File: config.mk
export PLATFORM = sky130hd
export DESIGN_NAME = search_env_qualifier
export DESIGN_NICKNAME = d
export VERILOG_FILES = /design/src/rtl/env_qual_pkg.sv /design/src/rtl/env_deglitch.sv /design/src/rtl/env_block_timer.sv /design/src/rtl/env_flag_gate.sv /design/src/rtl/search_env_qualifier.sv
export SDC_FILE = /design/constraint.sdc
export NUM_CORES = 1
export LEC_CHECK = 0
export ABC_AREA = 1
export BUFFER_PORTS_ARGS = -buffer_cell sky130_fd_sc_hd__buf_2
export CAP_MARGIN = 20
export CORE_AREA = 4 4 41 43
export DETAILED_ROUTE_END_ITERATION = 16
export DIE_AREA = 0 0 45 47
export GPL_TIMING_DRIVEN = 0
export PLACE_DENSITY = 0.43
export RECOVER_POWER = 25
export SYNTH_ARGS = -nofsm -noshare
export SYNTH_HDL_FRONTEND = slang
export SYNTH_SLANG_ARGS = --single-unit
export TNS_END_PERCENT = 1
File: constraint.sdc
create_clock -name clk -period 1.1 [get_ports clk]
set_input_delay 0.11 -clock clk [delete_from_list [all_inputs] [get_ports clk]]
set_output_delay 0.11 -clock clk [all_outputs]
set_load 0.05 [all_outputs]
File: src/rtl/env_qual_pkg.sv
package env_qual_pkg;

  typedef enum logic [1:0] {
    MODE_OFF    = 2'b00,
    MODE_NORMAL = 2'b01,
    MODE_TEST   = 2'b10,
    MODE_SEARCH = 2'b11
  } op_mode_e;

  // Only the search mode lets the detector drive its outputs.
  function automatic logic mode_enables(input logic [1:0] mode);
    return mode == MODE_SEARCH;
  endfunction

  // Saturating tick count toward the qualification limit.
  function automatic int unsigned step_count(input int unsigned cur,
                                             input int unsigned lim,
                                             input logic tick);
    if (tick && cur < lim) return cur + 1;
    return cur;
  endfunction

  function automatic logic count_done(input int unsigned cur,
                                      input int unsigned lim);
    return cur >= lim;
  endfunction

endpackage

File: src/rtl/env_deglitch.sv
module env_deglitch #(
  parameter int unsigned GLITCH_CYC = 8
) (
  input  logic clk,
  input  logic rst_n,
  input  logic raw_i,
  output logic level_o,
  output logic flip_o
);

  logic lvl_q;

  generate
    if (GLITCH_CYC <= 1) begin : g_pass
      assign flip_o = (raw_i != lvl_q);
      always_ff @(posedge clk) begin
        if (!rst_n) lvl_q <= 1'b0;
        else        lvl_q <= raw_i;
      end
    end else begin : g_count
      localparam int unsigned RUN_W = $clog2(GLITCH_CYC);
      logic [RUN_W-1:0] run_q;
      assign flip_o = (raw_i != lvl_q) && (run_q == RUN_W'(GLITCH_CYC - 1));
      always_ff @(posedge clk) begin
        if (!rst_n) begin
          lvl_q <= 1'b0;
          run_q <= '0;
        end else if (raw_i == lvl_q) begin
          run_q <= '0;
        end else if (flip_o) begin
          lvl_q <= raw_i;
          run_q <= '0;
        end else begin
          run_q <= run_q + 1'b1;
        end
      end
    end
  endgenerate

  assign level_o = lvl_q;

endmodule

File: src/rtl/env_block_timer.sv
module env_block_timer #(
  parameter int unsigned QUAL_BLOCKS = 2
) (
  input  logic clk,
  input  logic rst_n,
  input  logic run_en_i,
  input  logic restart_i,
  input  logic tick_i,
  output logic done_o
);
  import env_qual_pkg::*;

  localparam int unsigned CNT_W = $clog2(QUAL_BLOCKS + 1);

  logic [CNT_W-1:0] cnt_q;

  always_ff @(posedge clk) begin
    if (!rst_n)                     cnt_q <= '0;
    else if (!run_en_i || restart_i) cnt_q <= '0;
    else cnt_q <= CNT_W'(step_count(int'(cnt_q), QUAL_BLOCKS, tick_i));
  end

  assign done_o = count_done(int'(cnt_q), QUAL_BLOCKS);

endmodule

File: src/rtl/env_flag_gate.sv
module env_flag_gate (
  input  logic clk,
  input  logic rst_n,
  input  logic enable_i,
  input  logic level_i,
  input  logic done_i,
  output logic env_o,
  output logic label_o,
  output logic blank_o
);

  always_ff @(posedge clk) begin
    if (!rst_n) begin
      env_o   <= 1'b0;
      label_o <= 1'b0;
      blank_o <= 1'b0;
    end else begin
      env_o   <= enable_i & level_i;
      label_o <= enable_i & done_i &  level_i;
      blank_o <= enable_i & done_i & ~level_i;
    end
  end

endmodule

File: src/rtl/search_env_qualifier.sv
module search_env_qualifier #(
  parameter int unsigned GLITCH_CYC  = 8,
  parameter int unsigned QUAL_BLOCKS = 2
) (
  input  logic       clk,
  input  logic       rst_n,
  input  logic [1:0] mode_i,
  input  logic       env_raw_i,
  input  logic       blk_tick_i,
  output logic       env_o,
  output logic       label_o,
  output logic       blank_o
);
  import env_qual_pkg::*;

  // Named internal events, visible to the bound checker.
  logic search_w;
  logic level_w;
  logic flip_w;
  logic done_w;

  assign search_w = mode_enables(mode_i);

  env_deglitch #(.GLITCH_CYC(GLITCH_CYC)) u_deglitch (
    .clk     (clk),
    .rst_n   (rst_n),
    .raw_i   (env_raw_i),
    .level_o (level_w),
    .flip_o  (flip_w)
  );

  env_block_timer #(.QUAL_BLOCKS(QUAL_BLOCKS)) u_timer (
    .clk       (clk),
    .rst_n     (rst_n),
    .run_en_i  (search_w),
    .restart_i (flip_w),
    .tick_i    (blk_tick_i),
    .done_o    (done_w)
  );

  env_flag_gate u_gate (
    .clk      (clk),
    .rst_n    (rst_n),
    .enable_i (search_w),
    .level_i  (level_w),
    .done_i   (done_w),
    .env_o    (env_o),
    .label_o  (label_o),
    .blank_o  (blank_o)
  );

endmodule

Yosys cells after proc, flatten, opt, wreduce, memory -nomap -nowiden
Index checks and enable logic that the tools add are counted.
{ "word_totals": {"reg_bits": 9, "input_bits": 6, "out_inout_bits": 3, "word_cells": 32} }
{ "classes": {"add_sub_neg": 2, "n_lt_le_gt_ge": 2, "eq_ne": 4, "mux": 4, "n_bitwise": 7, "reduce_logical": 7} }
{ "op_table": {"columns": ["cell", "n"], "rows": [
  ["1-bit bitwise AND", 4],
  ["3-bit by 1-bit adder with 3-bit output (second input constant)", 1],
  ["3-bit == test (second input constant)", 1],
  ["1-bit two-way mux", 3],
  ["1-bit inverter", 3],
  ["3-bit OR reduction", 1],
  ["2-bit by 1-bit adder with 2-bit output (second input constant)", 1],
  ["2-bit == test (second input constant)", 1],
  ["2-bit >= comparator (second input constant)", 1],
  ["1-bit logical AND", 2],
  ["2-bit less-than comparator (second input constant)", 1],
  ["2-bit two-way mux", 1],
  ["2-bit AND reduction", 1],
  ["2-bit OR reduction", 1],
  ["1-bit == test", 1],
  ["1-bit zero test", 1],
  ["1-bit logical OR", 1],
  ["1-bit != test", 1]
]} }

Longest topological paths before layout
{ "depth": {"depth_word": 5, "depth_mapped": 5, "ltp_nobuf": 5} }

Hierarchy
Synthesis repeated with hierarchy kept, for this count alone.
{ "unflattened": {"hier_cells": 50, "area_unflattened_um2": 386.6} }
{ "modules_own_cells": {"columns": ["module", "instances", "cells_per_inst", "area_each_um2", "seq_area_each_um2"], "rows": [
  ["env_deglitch", 1, 21, 178.9, 80.1],
  ["env_block_timer", 1, 16, 110.1, 40.0],
  ["env_flag_gate", 1, 11, 90.1, 60.1],
  ["search_env_qualifier", 1, 2, 7.5, 0.0]
]} }

Worst setup path before layout
Ideal clock, no wire load.
{ "synth_timing": {"path_type": "reg2reg", "from": "reg u_deglitch.g_count.run_q[0]", "to": "reg u_deglitch.g_count.run_q[0]", "setup_ns": 0.065, "arrival_ns": 0.938, "setup_slack_ns": 0.097, "path_stages_with_launch": 6, "path_buffers": 0, "path_cell_list": "dfxtp_1 > ha_1 > ha_1 > inv_1 > nand4_2 > nor2_1"} }
{ "synth_between": {"elab_chain_len": 3, "elab_cells_between_ends": 4} }
{ "synth_rtl": {"columns": ["item", "line", "source"], "rows": [
  ["start, declared", "env_deglitch.sv:22", "logic [RUN_W-1:0] run_q;"],
  ["start signal, assigned", "env_deglitch.sv:34", "run_q <= run_q + 1'b1;"],
  ["3-bit == test", "env_deglitch.sv:23", "assign flip_o = (raw_i != lvl_q) && (run_q == RUN_W'(GLITCH_CYC - 1));"],
  ["1-bit logical AND", "env_deglitch.sv:23", null],
  ["3-bit OR reduction (no line)", null, null]
]} }
Parallel ways exist; a longest one is shown, timed or not.
A chain may end at the register's enable or synchronous reset.

Worst setup path in the final report
Same ends and word-level chain as after synthesis.

==> flow_metrics.py <==
metrics = {
    "placement": {
        "portBuffers": 8,
        "gp_congestion": 0.623,
    },
    "global_route": {
        "grt_use_total": 0.0681,
        "grt_max_degree": 6,
        "grt_pass1_vias": 258,
        "gr-total-overflow": 0,
        "grt_pass1_wl_um": 931,
        "antenna_found_initial": 0,
    },
    "floorplanning": {
        "dieArea_um2": 2120,
        "rows": 13,
        "die_height_um": 47,
        "coreArea_um2": 1300,
        "die_x_um": 45,
        "ioPinCount": 9,
        "start_util": 0.272,
    },
    "power_and_ir_drop": {
        "p_leak_uw": 0.000206,
        "switching_share": 0.209,
        "power.share.clock": 0.399,
        "ir_drop_v": 0.000574,
        "intPower_uw": 487,
        "powerDensity_nw_per_um2": 1320,
        "p_comb_frac": 0.061,
        "seq_power_share": 0.540,
        "power_switching_uw": 129,
    },
    "cts": {
        "cts_tree": "built",
        "htreeDepth": 1,
        "numCtsBuffers": 3,
        "holdBufCountCts": 0,
        "root_buffer": "clkbuf_4",
        "clockBufferDepth": 2,
        "cts.sinks": 9,
        "cts.clk_slew.worst_paths_ps": 60,
        "clk_latency_ps": 250,
    },
    "routing": {
        "wl_um": 551,
        "vias": 287,
        "ant_nets": 0,
        "drtIter0Drc": 2,
        "wl_per_cell_um": 7.87,
        "first_pass_iters": 3,
        "drc": 0,
        "avgViaCountPerCell": 4.10,
    },
    "yosys": {
        "ys_types": 12,
        "yosysWarningCount": 0,
        "synth_enable_flop_cells": 0,
        "synth_area_leaders": "dfxtp_1 (51%), ha_1 (11%), nor2_1 (11%), inv_1 (7.4%), nand2_1 (4.2%)",
        "yosysSeqAreaShare": 0.509,
        "syn_inst": 43,
        "netlist_area_um2": 354,
        "synth_top_area_frac": 0.509,
        "synthTopCellsByCount": "nor2_1 (10), dfxtp_1 (9), inv_1 (7)",
        "post-synth-top-area-cell": "dfxtp_1",
        "synth_most_common_cell": "nor2_1",
        "synthArstFlopShare": 0,
        "synthesis.nets": 52,
        "avgSynthCellArea_um2": 8.23,
        "ys.flop_type": "dfxtp_1",
        "synth_seq_cells": 9,
    },
    "finish": {
        "diodes": 0,
        "final_core_util": 0.358,
        "area_delta_synth_final_pct": 31.4,
        "drive_gt1_frac": 0.309,
        "fin_nets": 65,
    },
    "sta": {
        "holdWs_ps": 134,
        "fin_crit_sh": 0.935,
        "tightest_slew_ps": 274,
        "hold_viol_final": 0,
        "period_minus_slack_ps": 1030,
        "slew_viol_final": 0,
        "tns_ps": 0,
        "setup_violations": 0,
        "relSlewSlack": 0.818,
        "skew_ps": 0.712,
        "rsz0062_at_grt": "false",
        "max_freq_mhz": 972,
    },
    "worst_setup_path": {
        "crit_path_start_kind": "flip-flop",
        "cp-end-kind": "flip-flop",
        "worstPathArrival_ps": 1220,
        "cp_max_fo": 4,
        "required_ps": 1290,
        "crit_type": "reg -> reg",
    },
    "status": {
        "status": "completed",
    },
    "run": {
        "drv_cap": 0,
    },
    "hold_path": {
        "hp-class": "in -> reg",
    },
}
## cell type report
cell class              count  area (um2)
inverters                   8        30.0
flip-flops and latches      9         180
multi-input cells          26         170
clock buffers               4        26.3
repair buffers              8        40.0
well taps                  15        18.8
fillers                   153         836
## stage by stage
step	setup WS [ps]	instance area, um2	total power (uW)	instances
floorplan	97.3	354	359	43
global placement	10.7	413	373	66
detailed placement	4.75	413	373	66
global route	8.68	465	657	70
finish	71.3	465	616	70
CTS	9.79	442	631	70
## power groups by stage
stage               Combinational, uW  Sequential [uW]  Clock [uW]
floorplan                        19.3              340           0
global placement                 32.9              340           0
finish                           37.5              333         246
global route                     43.2              334         280
detailed placement               32.7              340           0
CTS                              33.0              333         265
## registers in the layout, summed over array words and instances (netlist names)
register,count
u_deglitch.g_count.run_q,3
u_gate.label_o,1
u_gate.blank_o,1
u_gate.env_o,1
u_timer.cnt_q,2
u_deglitch.level_o,1
## placed cells by master, fill, tap and decap left out, types with 2 or more instances in the layout
cell      instances
buf_2             7
clkbuf_4          3
dfxtp_1           9
ha_1              2
inv_1             7
nand2_1           4
nand3_1           2
nor2_1            8
nor2_2            2
nor3_1            2
o21ai_0           2
## metal layers
metal / share of wire / global-route usage / up-vias / wire [um]
li1: - / - / 159 / -
met1: 0.44 / 0.0550 / 122 / 243
met3: 0.073 / 0.0575 / 0 / 40
met2: 0.49 / 0.107 / 6 / 268
met4: 0 / 0.0526 / 0 / 0
met5: 0 / 0 / - / 0
## worst max-delay path, cell delays in order, from the launching register on
cell and delay (ps):
dfxtp_1 310, ha_1 220, ha_4 170, inv_2 60, nand4_4 90, nor2_1 110
## worst paths after layout
kind / depth (start not counted) / from / slack [ps] / end
hold / removal: 3 / rst_n / 130 / u_deglitch.level_o$_SDFFE_PN0P_
hold reg to reg: 1 / u_deglitch.g_count.run_q[0]$_SDFF_PP0_ / 410 / u_deglitch.g_count.run_q[0]$_SDFF_PP0_
setup / recovery: 5 / u_deglitch.g_count.run_q[0]$_SDFF_PP0_ / 70 / u_deglitch.g_count.run_q[0]$_SDFF_PP0_
setup reg to reg: 5 / u_deglitch.g_count.run_q[0]$_SDFF_PP0_ / 70 / u_deglitch.g_count.run_q[0]$_SDFF_PP0_
## repair_timing
item | in CTS | in global routing
hold endpoints to repair | 0 | 0
gates resized for setup | 1 | 5
setup buffers | 0 | 0
pin swaps | 1 | 2
endpoints found under the setup margin | 1 | 3
## cells by family after synthesis
| family | count (synthesis) | synth area share |
|---|---|---|
| compound gates | 3 | 0.0424 |
| fa+ha+maj | 3 | 0.106 |
| buf+inv | 8 | 0.0848 |
| flops | 9 | 0.509 |
| simple gates | 20 | 0.258 |
No activity file was read; power rests on OpenSTA's default activity.
